===== src/rtl/sdram_rd_trunc.sv =====
module sdram_rd_trunc #(
  parameter int BANK_W    = 2,
  parameter int COL_W     = 9,
  parameter int DATA_W    = 16,
  parameter int BURST_LEN = 8
) (
  input  logic              clk,
  input  logic              rst_n,
  input  logic              cas_lat3,
  input  logic              req_valid,
  input  logic [BANK_W-1:0] req_bank,
  input  logic [COL_W-1:0]  req_col,
  input  logic [COL_W:0]    req_len,
  input  logic              req_full_page,
  input  logic              req_auto_pre,
  output logic              req_ready,
  output logic              busy,
  output logic [1:0]        cmd_op,
  output logic [BANK_W-1:0] cmd_bank,
  output logic [COL_W-1:0]  cmd_col,
  output logic              cmd_ap,
  output logic              dq_mask,
  input  logic [DATA_W-1:0] dq_in,
  output logic              rd_valid,
  output logic [DATA_W-1:0] rd_data,
  output logic              done
);
  localparam int LEN_W = COL_W + 1;
  localparam int CNT_W = LEN_W + 1;
  localparam logic [LEN_W-1:0] PAGE = LEN_W'(1) << COL_W;
  localparam logic [LEN_W-1:0] BL   = LEN_W'(BURST_LEN);
  localparam logic [1:0] OP_NOP = 2'd0, OP_READ = 2'd1, OP_STOP = 2'd2, OP_PRE = 2'd3;

  logic [LEN_W-1:0] len1, cap, want, run, want_q, run_q;
  logic [1:0]       term, term_q;
  logic [CNT_W-1:0] cnt, cl, widx;
  logic             cl3_q, accept, capture, ap_seen;

  assign req_ready = !busy;
  assign dq_mask   = 1'b0;
  assign accept    = req_valid && !busy;

  assign len1 = (req_len == '0) ? LEN_W'(1) : req_len;
  assign cap  = req_full_page ? PAGE : BL;
  assign want = (len1 > cap) ? cap : len1;
  assign term = req_full_page ? (req_auto_pre ? OP_PRE : OP_STOP)
                              : ((want < BL && !req_auto_pre) ? OP_STOP : OP_NOP);
  assign run  = (!req_full_page && req_auto_pre) ? BL : want;

  assign cl      = cl3_q ? CNT_W'(3) : CNT_W'(2);
  assign widx    = cnt - cl;
  assign capture = busy && (cnt >= cl) && (widx < CNT_W'(run_q));

  always_ff @(posedge clk or negedge rst_n) begin
    if (!rst_n) begin
      busy     <= 1'b0;
      cl3_q    <= 1'b0;
      want_q   <= '0;
      run_q    <= '0;
      term_q   <= OP_NOP;
      cnt      <= '0;
      cmd_op   <= OP_NOP;
      cmd_bank <= '0;
      cmd_col  <= '0;
      cmd_ap   <= 1'b0;
      rd_valid <= 1'b0;
      rd_data  <= '0;
      done     <= 1'b0;
    end else begin
      rd_valid <= 1'b0;
      done     <= 1'b0;
      if (accept) begin
        busy     <= 1'b1;
        cl3_q    <= cas_lat3;
        want_q   <= want;
        run_q    <= run;
        term_q   <= term;
        cnt      <= '0;
        cmd_op   <= OP_READ;
        cmd_bank <= req_bank;
        cmd_col  <= req_col;
        cmd_ap   <= req_auto_pre && !req_full_page;
      end else if (busy) begin
        cnt     <= cnt + 1'b1;
        cmd_col <= '0;
        cmd_ap  <= 1'b0;
        cmd_op  <= (term_q != OP_NOP && cnt == CNT_W'(want_q) - 1'b1) ? term_q : OP_NOP;
        if (capture) begin
          rd_data  <= dq_in;
          rd_valid <= widx < CNT_W'(want_q);
          if (widx == CNT_W'(run_q) - 1'b1) begin
            busy <= 1'b0;
            done <= 1'b1;
          end
        end
      end
    end
  end

  always_ff @(posedge clk or negedge rst_n) begin
    if (!rst_n) ap_seen <= 1'b0;
    else if (cmd_op == OP_READ) ap_seen <= cmd_ap;
  end

  assert_no_stop_after_ap_R6: assert property (@(posedge clk) disable iff (!rst_n)
    (cmd_op == OP_STOP) |-> !ap_seen);
  assert_idle_bus_quiet_R9: assert property (@(posedge clk) disable iff (!rst_n)
    !busy |-> (cmd_op == OP_NOP));
  assert_single_read_R2: assert property (@(posedge clk) disable iff (!rst_n)
    (cmd_op == OP_READ) |=> (cmd_op != OP_READ));
  assert_done_pulse_R9: assert property (@(posedge clk) disable iff (!rst_n)
    done |-> (!busy && req_ready));
  assert_done_once_R9: assert property (@(posedge clk) disable iff (!rst_n)
    done |=> !done);
  assert_valid_window_R3: assert property (@(posedge clk) disable iff (!rst_n)
    rd_valid |-> $past(busy));
endmodule


===== config.mk =====
export PLATFORM = sky130hd
export DESIGN_NAME = sdram_rd_trunc
export DESIGN_NICKNAME = d
export VERILOG_FILES = /design/src/rtl/sdram_rd_trunc.sv
export SDC_FILE = /design/constraint.sdc
export NUM_CORES = 1
export LEC_CHECK = 0
export BUFFER_PORTS_ARGS = -buffer_cell sky130_fd_sc_hd__buf_4
export CAP_MARGIN = 20
export CORE_UTILIZATION = 50
export DETAILED_ROUTE_END_ITERATION = 8
export PLACE_DENSITY = 0.76
export SLEW_MARGIN = 40
export SYNTH_ARGS = -nofsm -noshare
export SYNTH_HDL_FRONTEND = slang
export SYNTH_SLANG_ARGS = --single-unit

===== constraint.sdc =====
create_clock -name clk -period 3.4 [get_ports clk]
set_clock_uncertainty 0.05 [all_clocks]
set_input_delay 0.34 -clock clk [delete_from_list [all_inputs] [get_ports clk]]
set_output_delay 0.34 -clock clk [all_outputs]
set_load 0.1 [all_outputs]

==> flow_metrics.tcl <==
set metrics [dict create \
    cp_data_required_time_ns 3.58 \
    reg2reg_from "cnt[0]" \
    max_stage_delay_ns 0.46 \
    antenna_found_initial 0 \
    yosys_register_bits 67 \
    viasPerCell 5.559 \
    fin_crit_sh_pct 99.82 \
    grt_pass1_wl_mm 15.41 \
    postSynthCellCount 415 \
    clock_sinks 67 \
    cp.arrival_ns 3.58 \
    rsz0062_at_grt "true" \
    num-nets-final 571 \
    drt-initial-drc-count 255 \
    track_usage_pct 23.76 \
    yosys_warnings 0 \
    final_max_slew_viol_count 0 \
    cp_max_fo 9 \
    maxCapViolCount 0 \
    synth_top_family_by_area "simple AND/OR/NAND/NOR gates" \
    cts_tree "yes" \
    synth-edff-count 0 \
    final_area_um2 5022 \
    min-delay-start "req_bank[1]" \
    synthSimpleGateAreaFrac_pct 16.50 \
    synthAdderAreaFrac_pct 8.110 \
    status "finished clean" \
    dp.cells 589 \
    synth_flop_cell "dfrtp_1" \
    layout_setup_ws_ns 0.006288 \
    cts_buffers 9 \
    async_flop_share_pct 100.0 \
    chipWidth_um 91.57 \
    finalHoldViolations 0 \
    holdWs_ns 0.1271 \
    cts_buffer_depth 2 \
    critPathLaunch "cnt[0]" \
    port-buffer-count 76 \
    drc 0 \
    relSlewSlack_pct 61.68 \
    yosysUniqueCellTypes 54 \
    place_area_um2 4753 \
    dpl.hpwl_mm 7.218 \
    dpl_worst_slack_ns 0.09493 \
    synth.avg_cell_area_um2 9.666 \
    coreArea_um2 7727 \
    synth_seq_area_share_pct 41.80 \
    wl_mm 9.585 \
    io_pins 78 \
    insertion_delay_ns 0.35 \
    crit_chain "inv_1 > ha_2 > inv_2 > ha_4 > or4_4 > nor2_4 > xor2_2 > ha_1 > a22o_1 > o41ai_2 > o211ai_2 > buf_6 > mux2_2" \
    die_area_um2 8385 \
    antennaDiodeCount 0 \
    timing.fmax_mhz 294.7 \
    grt.overflow.total 0 \
    cts-root-buf "clkbuf_8" \
    gp_congestion 0.8827 \
    area_delta_synth_final_pct 25.20 \
    initial_core_util_pct 51.91 \
    synth_compound_area_share_pct 12.29 \
    cts.clk_slew.worst_paths_ns 0.07 \
    wl_per_cell_um 15.76 \
    nFillCells 638 \
    grt_pass1_vias 3268 \
    cts_htree_levels 3 \
    setup.worst_path.class "register to register" \
    worstMarginPinSlew_ns 0.5736 \
    die_h_um 91.57 \
    ant_nets 0 \
    synth-xor-area-share_pct 8.702 \
    rows 32 \
    crit_slowest_cell "or4_4" \
    startpoint_type "register" \
    grt_max_degree 36 \
    synth_area_um2 4011 \
    drtPass1Iterations 5 \
    synthMuxAreaShare_pct 7.236 \
    dr_total_vias 3380 \
    cp.buffers_inverters 3 \
    fin_crit_ns 3.394 \
    critPathTopFamily "compound AO/OA/AOI/OAI gates" \
    endpoint_kind "register" \
    drive_above_1_share_pct 27.87 \
    hold_class "input port to register" \
    synth_nets 484 \
    setup_viol_count_final 0 \
    layout.cells.non_filler 608 \
]
## path summary, 6_finish.rpt
path                               end  slack [ns]  depth (start not counted)
setup / recovery            rd_data[2]       0.006                         13
hold reg to reg              term_q[0]        0.44                          2
hold / removal             cmd_bank[1]        0.13                          3
max in group asynchronous    want_q[0]        2.35                          3
setup reg to reg            rd_data[2]       0.006                         13
min in group asynchronous   rd_data[8]        0.43                          2
## repair_timing
action	in CTS	in global routing
setup buffers	0	2
hold buffers	1	0
resized for setup	0	8
hold endpoints to repair	32	0
setup endpoints to repair	0	18
## placed cells by master, fill, tap and decap left out, drive strengths merged, types with 2 or more instances in the layout
master   n
nand2   45
nand3b   2
or4      6
dfrtp   67
o211ai   3
a21oi    8
xor2    10
o21a     2
a21boi   2
nor4b    2
inv     30
nor2    30
nor2b    3
and4     3
o22ai    8
a22o     3
o221ai   2
nand2b   7
bufinv   2
clkinv   2
nor3     6
nand3   13
xnor2   29
o31ai    3
buf     94
mux2    16
ha      26
o31a     2
o21ai   26
nor4     5
a211oi   2
nand4    7
mux2i   11
clkbuf   9
a31oi    6
## through the flow
stage               util [%]  TNS, ns
floorplan                  -        0
global placement       61.25        0
detailed placement     61.51        0
CTS                    64.41        0
global route           64.99   -1.725
finish                 64.99        0
## per-layer routing
| layer | wire (µm) | GRT usage (%) | vias to the layer above | part of all wire, % |
|---|---|---|---|---|
| li1 | - | - | 1633 | - |
| met3 | 503 | 4.271 | 15 | 5.2 |
| met5 | 0 | 0 | - | 0 |
| met2 | 4655 | 39.29 | 121 | 49 |
| met1 | 4254 | 30.58 | 1611 | 44 |
| met4 | 172 | 9.921 | 0 | 1.8 |
## Yosys cell counts, types with 4 or more instances
cell	number	area, µm²
dfrtp_1	67	1677
nand2_1	45	168.9
inv_1	29	108.9
nor2_1	29	108.9
xnor2_1	29	254.0
ha_1	26	325.3
o21ai_0	26	130.1
mux2_2	16	180.2
nand3_1	13	65.06
clkbuf_1	11	41.29
mux2i_1	11	110.1
xor2_1	9	78.83
a21oi_1	8	40.04
o22ai_1	8	50.05
nand2b_1	7	43.79
nand4_1	7	43.79
a31oi_1	6	37.54
nor4_1	5	31.28
or4_1	4	30.03
## worst register-to-register path, delay by kind of cell (launching register included)
family | cells | cell delay [ns]
flip-flops | 1 | 0.39
AO/OA/AOI/OAI | 3 | 0.82
buffers and inverters | 3 | 0.32
XOR/XNOR | 1 | 0.22
adder cells (fa/ha/maj) | 3 | 0.61
multiplexers | 1 | 0.28
AND/OR/NAND/NOR | 2 | 0.58
## layout make-up
cell class / instances / area, µm² / share of cell area (%)
well taps: 102 / 127.6 / 2.541
clock inverters: 6 / 90.09 / 1.794
multi-input cells: 300 / 2160 / 43.00
clock buffers: 9 / 123.9 / 2.466
inverters: 29 / 108.9 / 2.167
repair buffers: 95 / 735.7 / 14.65
flip-flops and latches: 67 / 1677 / 33.38
## flip-flops by register name, summed over array words and instances (netlist names), 2 cells and up
register and flops:
rd_data 16, cmd_bank 2, want_q 10, term_q 2, cmd_op 2, run_q 10
cnt 11, cmd_col 9
## cell families after synthesis
group | after synthesis
muxes | 27
xor gates and xnor gates | 39
and+or+nand+nor | 131
DFF | 67
buffers and inverters | 48
adders and majority gates | 26
AOI/OAI and AO/OA | 76
other | 1
Power is not shown: default switching activity piles up to over one toggle a cycle in this logic, so the estimate is an artifact.
